$ cat config.mk
export PLATFORM = sky130hd
export DESIGN_NAME = blk_xlate
export DESIGN_NICKNAME = d
export VERILOG_FILES = /design/src/rtl/blk_xlate_pkg.sv /design/src/rtl/blk_regs.sv /design/src/rtl/blk_entry.sv /design/src/rtl/blk_pick.sv /design/src/rtl/blk_xlate.sv
export SDC_FILE = /design/constraint.sdc
export NUM_CORES = 1
export LEC_CHECK = 0
export BUFFER_PORTS_ARGS = -buffer_cell sky130_fd_sc_hd__buf_2
export CORE_MARGIN = 10
export CORE_UTILIZATION = 40
export DETAILED_ROUTE_END_ITERATION = 10
export HOLD_SLACK_MARGIN = 0.15
export PLACE_DENSITY = 0.58
export SKIP_LAST_GASP = 1
export SYNTH_ARGS = -nofsm -noshare
export SYNTH_HDL_FRONTEND = slang
export SYNTH_SLANG_ARGS = --single-unit
$ cat constraint.sdc
create_clock -name clk_i -period 3.4 [get_ports clk_i]
set_clock_uncertainty 0.2 [all_clocks]
set_input_delay 0.68 -clock clk_i [delete_from_list [all_inputs] [get_ports clk_i]]
set_output_delay 0.68 -clock clk_i [all_outputs]
set_load 0.02 [all_outputs]
$ cat src/rtl/blk_xlate_pkg.sv
package blk_xlate_pkg;
  localparam int unsigned AW      = 32;
  localparam int unsigned PAGE_LO = 17;
  localparam int unsigned BL_W    = 11;
  localparam logic [AW-1:0] KEEP_MASK = 32'hF001_FFFF;
  typedef logic [AW-1:0] word_t;
endpackage

$ cat src/rtl/blk_regs.sv
module blk_regs
  import blk_xlate_pkg::*;
#(
  parameter int unsigned N_PAIRS = 4,
  parameter int unsigned IDX_W   = 3,
  localparam int unsigned NE     = 2 * N_PAIRS
) (
  input  logic             clk_i,
  input  logic             rst_ni,
  input  logic             wr_en_i,
  input  logic [IDX_W-1:0] wr_idx_i,
  input  logic             wr_side_i,
  input  logic             wr_upper_i,
  input  word_t            wr_data_i,
  output logic [NE-1:0][AW-1:0] upper_o,
  output logic [NE-1:0][AW-1:0] lower_o
);
  logic [NE-1:0][AW-1:0] up_q, lo_q;

  // entry k = 2*pair + side gives the lookup priority order
  for (genvar k = 0; k < NE; k++) begin : g_ent
    logic sel;
    assign sel = wr_en_i && (int'(wr_idx_i) == k / 2) && (wr_side_i == 1'(k % 2));
    always_ff @(posedge clk_i or negedge rst_ni) begin
      if (!rst_ni) begin
        up_q[k] <= '0;
        lo_q[k] <= '0;
      end else if (sel) begin
        if (wr_upper_i) up_q[k] <= wr_data_i;
        else            lo_q[k] <= wr_data_i;
      end
    end
  end

  assign upper_o = up_q;
  assign lower_o = lo_q;

  p_bad_idx_r2: assert property (@(posedge clk_i) disable iff (!rst_ni)
    (wr_en_i && int'(wr_idx_i) >= N_PAIRS) |=> ($stable(up_q) && $stable(lo_q)));
endmodule

$ cat src/rtl/blk_entry.sv
module blk_entry
  import blk_xlate_pkg::*;
(
  input  word_t upper_i,
  input  word_t lower_i,
  input  word_t ea_i,
  input  logic  user_i,
  output logic  match_o,
  output word_t pa_o
);
  word_t len_mask, ea_cmp;
  logic  valid;

  assign len_mask = word_t'(upper_i[2 +: BL_W]) << PAGE_LO;
  assign ea_cmp   = ea_i & (~len_mask | KEEP_MASK);
  assign valid    = user_i ? upper_i[0] : upper_i[1];
  assign match_o  = valid && (ea_cmp[AW-1:PAGE_LO] == upper_i[AW-1:PAGE_LO]);
  assign pa_o     = {lower_i[AW-1:PAGE_LO], {PAGE_LO{1'b0}}}
                  | (ea_i & len_mask)
                  | {{(AW-PAGE_LO){1'b0}}, ea_i[PAGE_LO-1:0]};
endmodule

$ cat src/rtl/blk_pick.sv
module blk_pick
  import blk_xlate_pkg::*;
#(
  parameter int unsigned NE = 8
) (
  input  logic                  clk_i,
  input  logic                  rst_ni,
  input  logic [NE-1:0]         match_i,
  input  logic [NE-1:0][AW-1:0] pa_i,
  output logic                  hit_o,
  output word_t                 pa_o
);
  logic [NE-1:0] grant;

  always_comb begin
    logic taken;
    taken = 1'b0;
    grant = '0;
    for (int k = 0; k < NE; k++) begin
      if (match_i[k] && !taken) begin
        grant[k] = 1'b1;
        taken    = 1'b1;
      end
    end
  end

  always_comb begin
    pa_o = '0;
    for (int k = 0; k < NE; k++) pa_o |= pa_i[k] & {AW{grant[k]}};
  end

  assign hit_o = |grant;

  p_one_grant_r6: assert property (@(posedge clk_i) disable iff (!rst_ni)
    $onehot0(grant));
endmodule

$ cat src/rtl/blk_xlate.sv
module blk_xlate
  import blk_xlate_pkg::*;
#(
  parameter int unsigned N_PAIRS = 4,
  parameter int unsigned IDX_W   = 3,
  localparam int unsigned NE     = 2 * N_PAIRS
) (
  input  logic             clk_i,
  input  logic             rst_ni,
  input  logic             wr_en_i,
  input  logic [IDX_W-1:0] wr_idx_i,
  input  logic             wr_side_i,
  input  logic             wr_upper_i,
  input  logic [31:0]      wr_data_i,
  input  logic             req_i,
  input  logic [31:0]      ea_i,
  input  logic             user_i,
  output logic             hit_o,
  output logic [31:0]      pa_o
);
  logic [NE-1:0][AW-1:0] upper, lower, ent_pa;
  logic [NE-1:0]         match;
  logic                  hit_d;
  word_t                 pa_d;

  blk_regs #(.N_PAIRS(N_PAIRS), .IDX_W(IDX_W)) u_regs (
    .clk_i, .rst_ni, .wr_en_i, .wr_idx_i, .wr_side_i, .wr_upper_i, .wr_data_i,
    .upper_o(upper), .lower_o(lower)
  );

  for (genvar k = 0; k < NE; k++) begin : g_cmp
    blk_entry u_ent (
      .upper_i(upper[k]), .lower_i(lower[k]), .ea_i(ea_i), .user_i(user_i),
      .match_o(match[k]), .pa_o(ent_pa[k])
    );
  end

  blk_pick #(.NE(NE)) u_pick (
    .clk_i, .rst_ni, .match_i(match), .pa_i(ent_pa), .hit_o(hit_d), .pa_o(pa_d)
  );

  always_ff @(posedge clk_i or negedge rst_ni) begin
    if (!rst_ni) begin
      hit_o <= 1'b0;
      pa_o  <= '0;
    end else if (req_i) begin
      hit_o <= hit_d;
      pa_o  <= pa_d;
    end
  end

  p_miss_zero_r7: assert property (@(posedge clk_i) disable iff (!rst_ni)
    !hit_o |-> (pa_o == '0));
  p_hold_r8: assert property (@(posedge clk_i) disable iff (!rst_ni)
    !req_i |=> ($stable(hit_o) && $stable(pa_o)));
  p_offset_r5: assert property (@(posedge clk_i) disable iff (!rst_ni)
    req_i |=> (!hit_o || pa_o[PAGE_LO-1:0] == $past(ea_i[PAGE_LO-1:0])));
endmodule

# == Word level (Yosys, flattened, before mapping) ==
# Cells that the tools add are included.
# totals
elab_cells,160
out_inout_bits,33
in_bits,74
regBits,545
# op_classes
eq_ne,11
bitwise,57
mux,22
n_reduce_logical,52
# op_table
operator,count
bitwise AND 32 bit,16
bitwise OR 32 bit,15
bitwise AND 32 x 28 -> 32 bit,8
bitwise OR 32 x 17 -> 32 bit,8
NOT 28 bit,8
equality test 15 bit,8
AND reduction 2 bit,16
logical AND 1 bit,27
two-way mux 1 bit,22
OR reduction 8 bit,1
zero test 1 bit,7
equality test 3 bit (second input constant),2
equality test 3 x 2 -> 1 bit (second input constant),1
zero test 3 bit,1
NOT 1 bit,2

# == Logic depth before layout (Yosys ltp) ==
# depth
ltp_word,28
depth_mapped,11
mapped_depth_nobuf,8

# == Hierarchy ==
# Synthesis repeated with hierarchy kept, for this count alone.
# hier_totals
cells_unflattened,1960
hier_area_um2,26640.6
# by_module_without_submodules
mod,cells_per_inst,n_inst,seq_area_each_um2,area_per_inst_um2
blk_regs,1134,1,12812.3,19481.2
blk_entry,65,8,0.0,515.5
blk_pick,236,1,0.0,1654.1
blk_xlate,70,1,825.8,1381.3

# == Worst setup path before layout ==
# OpenSTA, ideal clock, no wires.
# synth_path
path_type,input port to flip-flop
from,in ea_i[31]
to,reg pa_o[31]
setup_ns,0.126
cell_stages,10
arrival_time_ns,2.816
path_buffers,2
t_required_ns,3.074
path_slack_ns,0.258
cell_sequence,buf_2 > xor2_1 > a2111oi_2 > nand4_1 > or4_4 > buf_6 > and2_4 > a221oi_2 > o211ai_1 > o32a_1
# synth_via
elab_chain_cells,27
elab_cells_between_ends,91
classes_between,eq/ne (8); mux (14); bitwise (47); reduce/logical (22)
# synth_lines
element,line_no,rtl
from (decl),blk_xlate.sv:16,"input logic [31:0] ea_i,"
bitwise AND 32 bit,blk_entry.sv:15,assign ea_cmp = ea_i & (~len_mask | KEEP_MASK);
equality test 15 bit,blk_entry.sv:17,assign match_o = valid && (ea_cmp[AW-1:PAGE_LO] == upper_i[AW-1:PAGE_LO]);
logical AND 1 bit,blk_entry.sv:17,
two-way mux 1 bit,blk_pick.sv:20,if (match_i[k] && !taken) begin
zero test 1 bit,blk_pick.sv:20,
logical AND 1 bit,blk_pick.sv:20,
two-way mux 1 bit,blk_pick.sv:20,
zero test 1 bit,blk_pick.sv:20,
[... 11 more ...],--,
zero test 1 bit,blk_pick.sv:20,
logical AND 1 bit,blk_pick.sv:20,
two-way mux 1 bit,blk_pick.sv:20,
zero test 1 bit,blk_pick.sv:20,
logical AND 1 bit,blk_pick.sv:20,
two-way mux 1 bit,blk_pick.sv:20,
bitwise AND 32 bit,blk_pick.sv:29,for (int k = 0; k < NE; k++) pa_o |= pa_i[k] & {AW{grant[k]}};
bitwise OR 32 bit (*),blk_pick.sv:29,
to (signal assigned),blk_xlate.sv:48,pa_o <= pa_d;
to (decl),blk_xlate.sv:19,output logic [31:0] pa_o
# Mark *: on every way between the ends. The rest lies on a longest branch, timed or not.
# A chain may end at the register's enable or synchronous reset.

# == Final worst setup path ==
# layout_path
from,in ea_i[18]
to,reg pa_o[30]
# Same word-level chain as after synthesis.

==> impl_metrics.yaml <==
outcome:
  run_status: "complete, no violations"
power:
  p_clk_share_pct: 35.5
  leakage_nw: 9.74
  pwr-share-comb_pct: 18.6
  seqPwrFrac_pct: 45.9
  power_switching_mw: 3.41
  power_density_nw_per_um2: 600
  p_int_mw: 9.26
  switching_share_pct: 26.9
  ir_worst_vdd_v: 0.000417
layout:
  n_fill_cell: 3913
  area_growth_pct: 20.7
  drive_above_1_share_pct: 40.6
  fin_cells: 2218
  final_area_um2: 21100
  fin_nets: 1675
  fin_util_pct: 48.9
  seq_area_um2: 9430
  multi_input_area_um2: 7780
timing:
  drv_slew: 0
  min_period_ns: 3.04
  worst_slew_pin_slew_ns: 0.702
  period_share_pct: 89.5
  fmax_ghz: 0.328
  slew_headroom_pct: 53.1
  holdWs_ns: 0.160
  final_hold_viol_count: 0
  rsz0062_at_grt: "no"
  setup_violations: 0
critical_path:
  reg2reg_from: "u_regs.upper_o[108]$_DFFE_PN0P_"
  crit_path_max_fanout: 6
  crit_type: "input port to flip-flop"
  cpMaxStageDelayCell: "nor3b_1"
  worstPathCellList: "buf_2 > buf_4 > nor2b_1 > xnor2_1 > nand4_1 > or4_1 > nor3b_1 > a221o_1 > nor3_1 > a31oi_1"
  endpoint_kind: "flip-flop"
  r2r-end: "pa_o[26]$_DFFE_PN0P_"
  reg2reg_depth: 10
  start_kind: "input port"
  rrSetupSlack_ns: 0.36
  crit_required_ns: 3.66
  worstPathArrival_ns: 3.30
  critical-path-max-stage-delay_ns: 0.61
cts:
  cts.clk_slew.worst_paths_ns: 0.06
  cts-resized-gates: 0
  clockRootBuffer: "clkbuf_16"
  clkSinkCount: 377
  cts_buffer_depth: 3
  htree_levels: 2
  tritoncts: "done"
  insertion_delay_ns: 0.55
  cts_buffers: 41
hold_path:
  holdPathEnd: "pa_o[4]$_DFFE_PN0P_"
  min_path_cells: 2
  worstHoldStart: "ea_i[4]"
  worstHoldPathType: "input port to flip-flop"
routing:
  wl_per_cell_um: 23.7
  via_per_inst: 5.33
  first_pass_iters: 4
  drc: 0
  drtIter0Drc: 778
  drt.antenna.violating_nets: 0
  postRouteWirelength_um: 52500
  vias: 11833
synth:
  ys_seq_elements: 377
  syn_avg_cell_area_um2: 12.6
  yosysWarnings: 0
  syn_area_um2: 17500
  muxShareOfSynthArea_pct: 22.5
  synth_top_family_by_area: "multiplexers"
  synth_top_area_share_pct: 53.9
  synth_top_area_cell: "dfrtp_1"
  ys_async_sr_fraction_pct: 100
  synth_ff_type: "dfrtp_1"
  synth-simple-area-share_pct: 8.74
  synth.distinct_cells: 45
  synthTopCellsByArea: "dfrtp_1 (54%), mux2_2 (22%), xnor2_1 (5.1%), nor2b_1 (3.3%), a21o_1 (2.4%)"
  synth_seq_area_share_pct: 53.9
  synth_compound_area_share_pct: 6.89
  syn-num-nets: 1464
  synthCells: 1390
  synth_edf_count: 0
  yosys.area_share.adder_pct: 0
  synthXorXnorAreaFrac_pct: 5.95
global_route:
  grt_pass1_wl_um: 78300
  gr-total-overflow: 0
  grt_antenna_before_repair: 5
  grtUsageTotal_pct: 19.7
  grt_pass1_vias: 11920
  grt_max_degree: 73
die:
  die_w_um: 229
  core_area_um2: 43200
  die_y_um: 229
  start_util_pct: 40.5
  dieArea_um2: 52500
  rows: 76
  io_pins: 107
placement:
  gp_congestion: 0.822
  post-place-cells: 2127
  io_buffer_count: 102
  dp_hpwl_um: 36300
  dpl-instance-area_um2: 19600
run:
  drv_cap: 0
## synthesized netlist by cell type, types with 11 or more instances
cell and instances:
a21o_1 57, a21oi_1 47, a22o_1 17, a31oi_1 14, clkbuf_1 64, dfrtp_1 377, mux2_2 348, nand2_1 55
nand3_1 31, nand4_1 25, nor2_1 39, nor2b_1 91, nor3_1 18, o211ai_1 12, o21a_1 11, xnor2_1 101
xor2_1 18
## power by group through the flow
| stage | combinational (mW) | sequential, mW | clock (mW) |
|---|---|---|---|
| CTS | 2.38 | 5.81 | 4.59 |
| floorplan | 1.47 | 5.76 | 0 |
| global placement | 2.31 | 5.85 | 0 |
| detailed placement | 2.35 | 5.89 | 0 |
| global route | 2.56 | 5.92 | 4.77 |
| finish | 2.36 | 5.81 | 4.50 |
## area by class of cell
cell class              count  share of cell area [%]
clock buffers              65                    6.10
flip-flops and latches    377                    44.7
inverters                   9                   0.160
multi-input cells         926                    36.8
well taps                 585                    3.46
repair buffers            246                    8.42
clock inverters             9                   0.367
diodes                      1                  0.0118
## how the worst max path moves through the flow
| stage | cells after the start | startpoint | slack (ns) | end |
|---|---|---|---|---|
| after floorplan | 10 | ea_i[31] | 0.26 | pa_o[31]$_DFFE_PN0P_ |
| after global placement | 10 | ea_i[18] | -0.13 | pa_o[30]$_DFFE_PN0P_ |
| after detailed placement | 11 | ea_i[19] | -0.18 | pa_o[26]$_DFFE_PN0P_ |
| after CTS | 10 | u_regs.upper_o[108]$_DFFE_PN0P_ | 0.34 | pa_o[26]$_DFFE_PN0P_ |
| after global routing | 10 | u_regs.upper_o[11]$_DFFE_PN0P_ | 0.20 | pa_o[30]$_DFFE_PN0P_ |
| final | 10 | ea_i[18] | 0.36 | pa_o[30]$_DFFE_PN0P_ |
## routing by layer
metal | part of all wire [%] | global-route usage [%] | routed length (um)
met1 | 47 | 27.4 | 24400
met2 | 46 | 30.4 | 24000
met3 | 5.7 | 4.15 | 2970
met4 | 2.1 | 5.28 | 1130
met5 | 0 | 0 | 0
## per-stage QoR
stage	TNS, ns	setup slack, ns	total power, mW
after floorplan	0	0.258	7.23
final	0	0.356	12.7
after global placement	-2.37	-0.130	8.16
after global routing	0	0.199	13.2
after detailed placement	-3.32	-0.176	8.24
after CTS	0	0.341	12.8
## registers in the layout, summed over array words and instances, names as in the netlist
name,cells
pa_o,32
u_regs.upper_o,224
u_regs.lower_o,120
hit_o,1
## critical path, delay by kind of cell
family	cells	cell delay, ns
AND/OR/NAND/NOR	5	1.65
AO/OA/AOI/OAI	2	0.44
buffers and inverters	2	0.29
XOR/XNOR	1	0.24
## cell families after synthesis
family	after synthesis
muxes	350
and+or+nand+nor	285
xor gates and xnor gates	119
AOI/OAI and AO/OA	172
buffers and inverters	87
DFF	377
## what timing repair did
action,CTS,global route
hold buffers,16,0
hold endpoints to repair,80,0
buffers inserted,0,0
## cells in the final DEF, fill, tap and decap left out, types with 4 or more instances in the layout
master	n
o21a_1	11
clkinv_2	6
a21oi_1	47
xor2_1	18
clkbuf_1	9
nand3_1	31
buf_4	117
or4_1	4
dlygate4sd3_1	16
dfrtp_1	377
buf_12	11
nor2b_1	89
xnor2_1	101
clkbuf_8	13
mux2_2	348
a22o_1	17
a21o_1	57
nand2_1	54
a31oi_1	14
o21ai_0	5
buf_2	101
inv_1	8
nor2_1	38
nand4_1	25
nor3_1	16
clkbuf_16	43
o211ai_1	12
(Power assumes the default switching activity.)
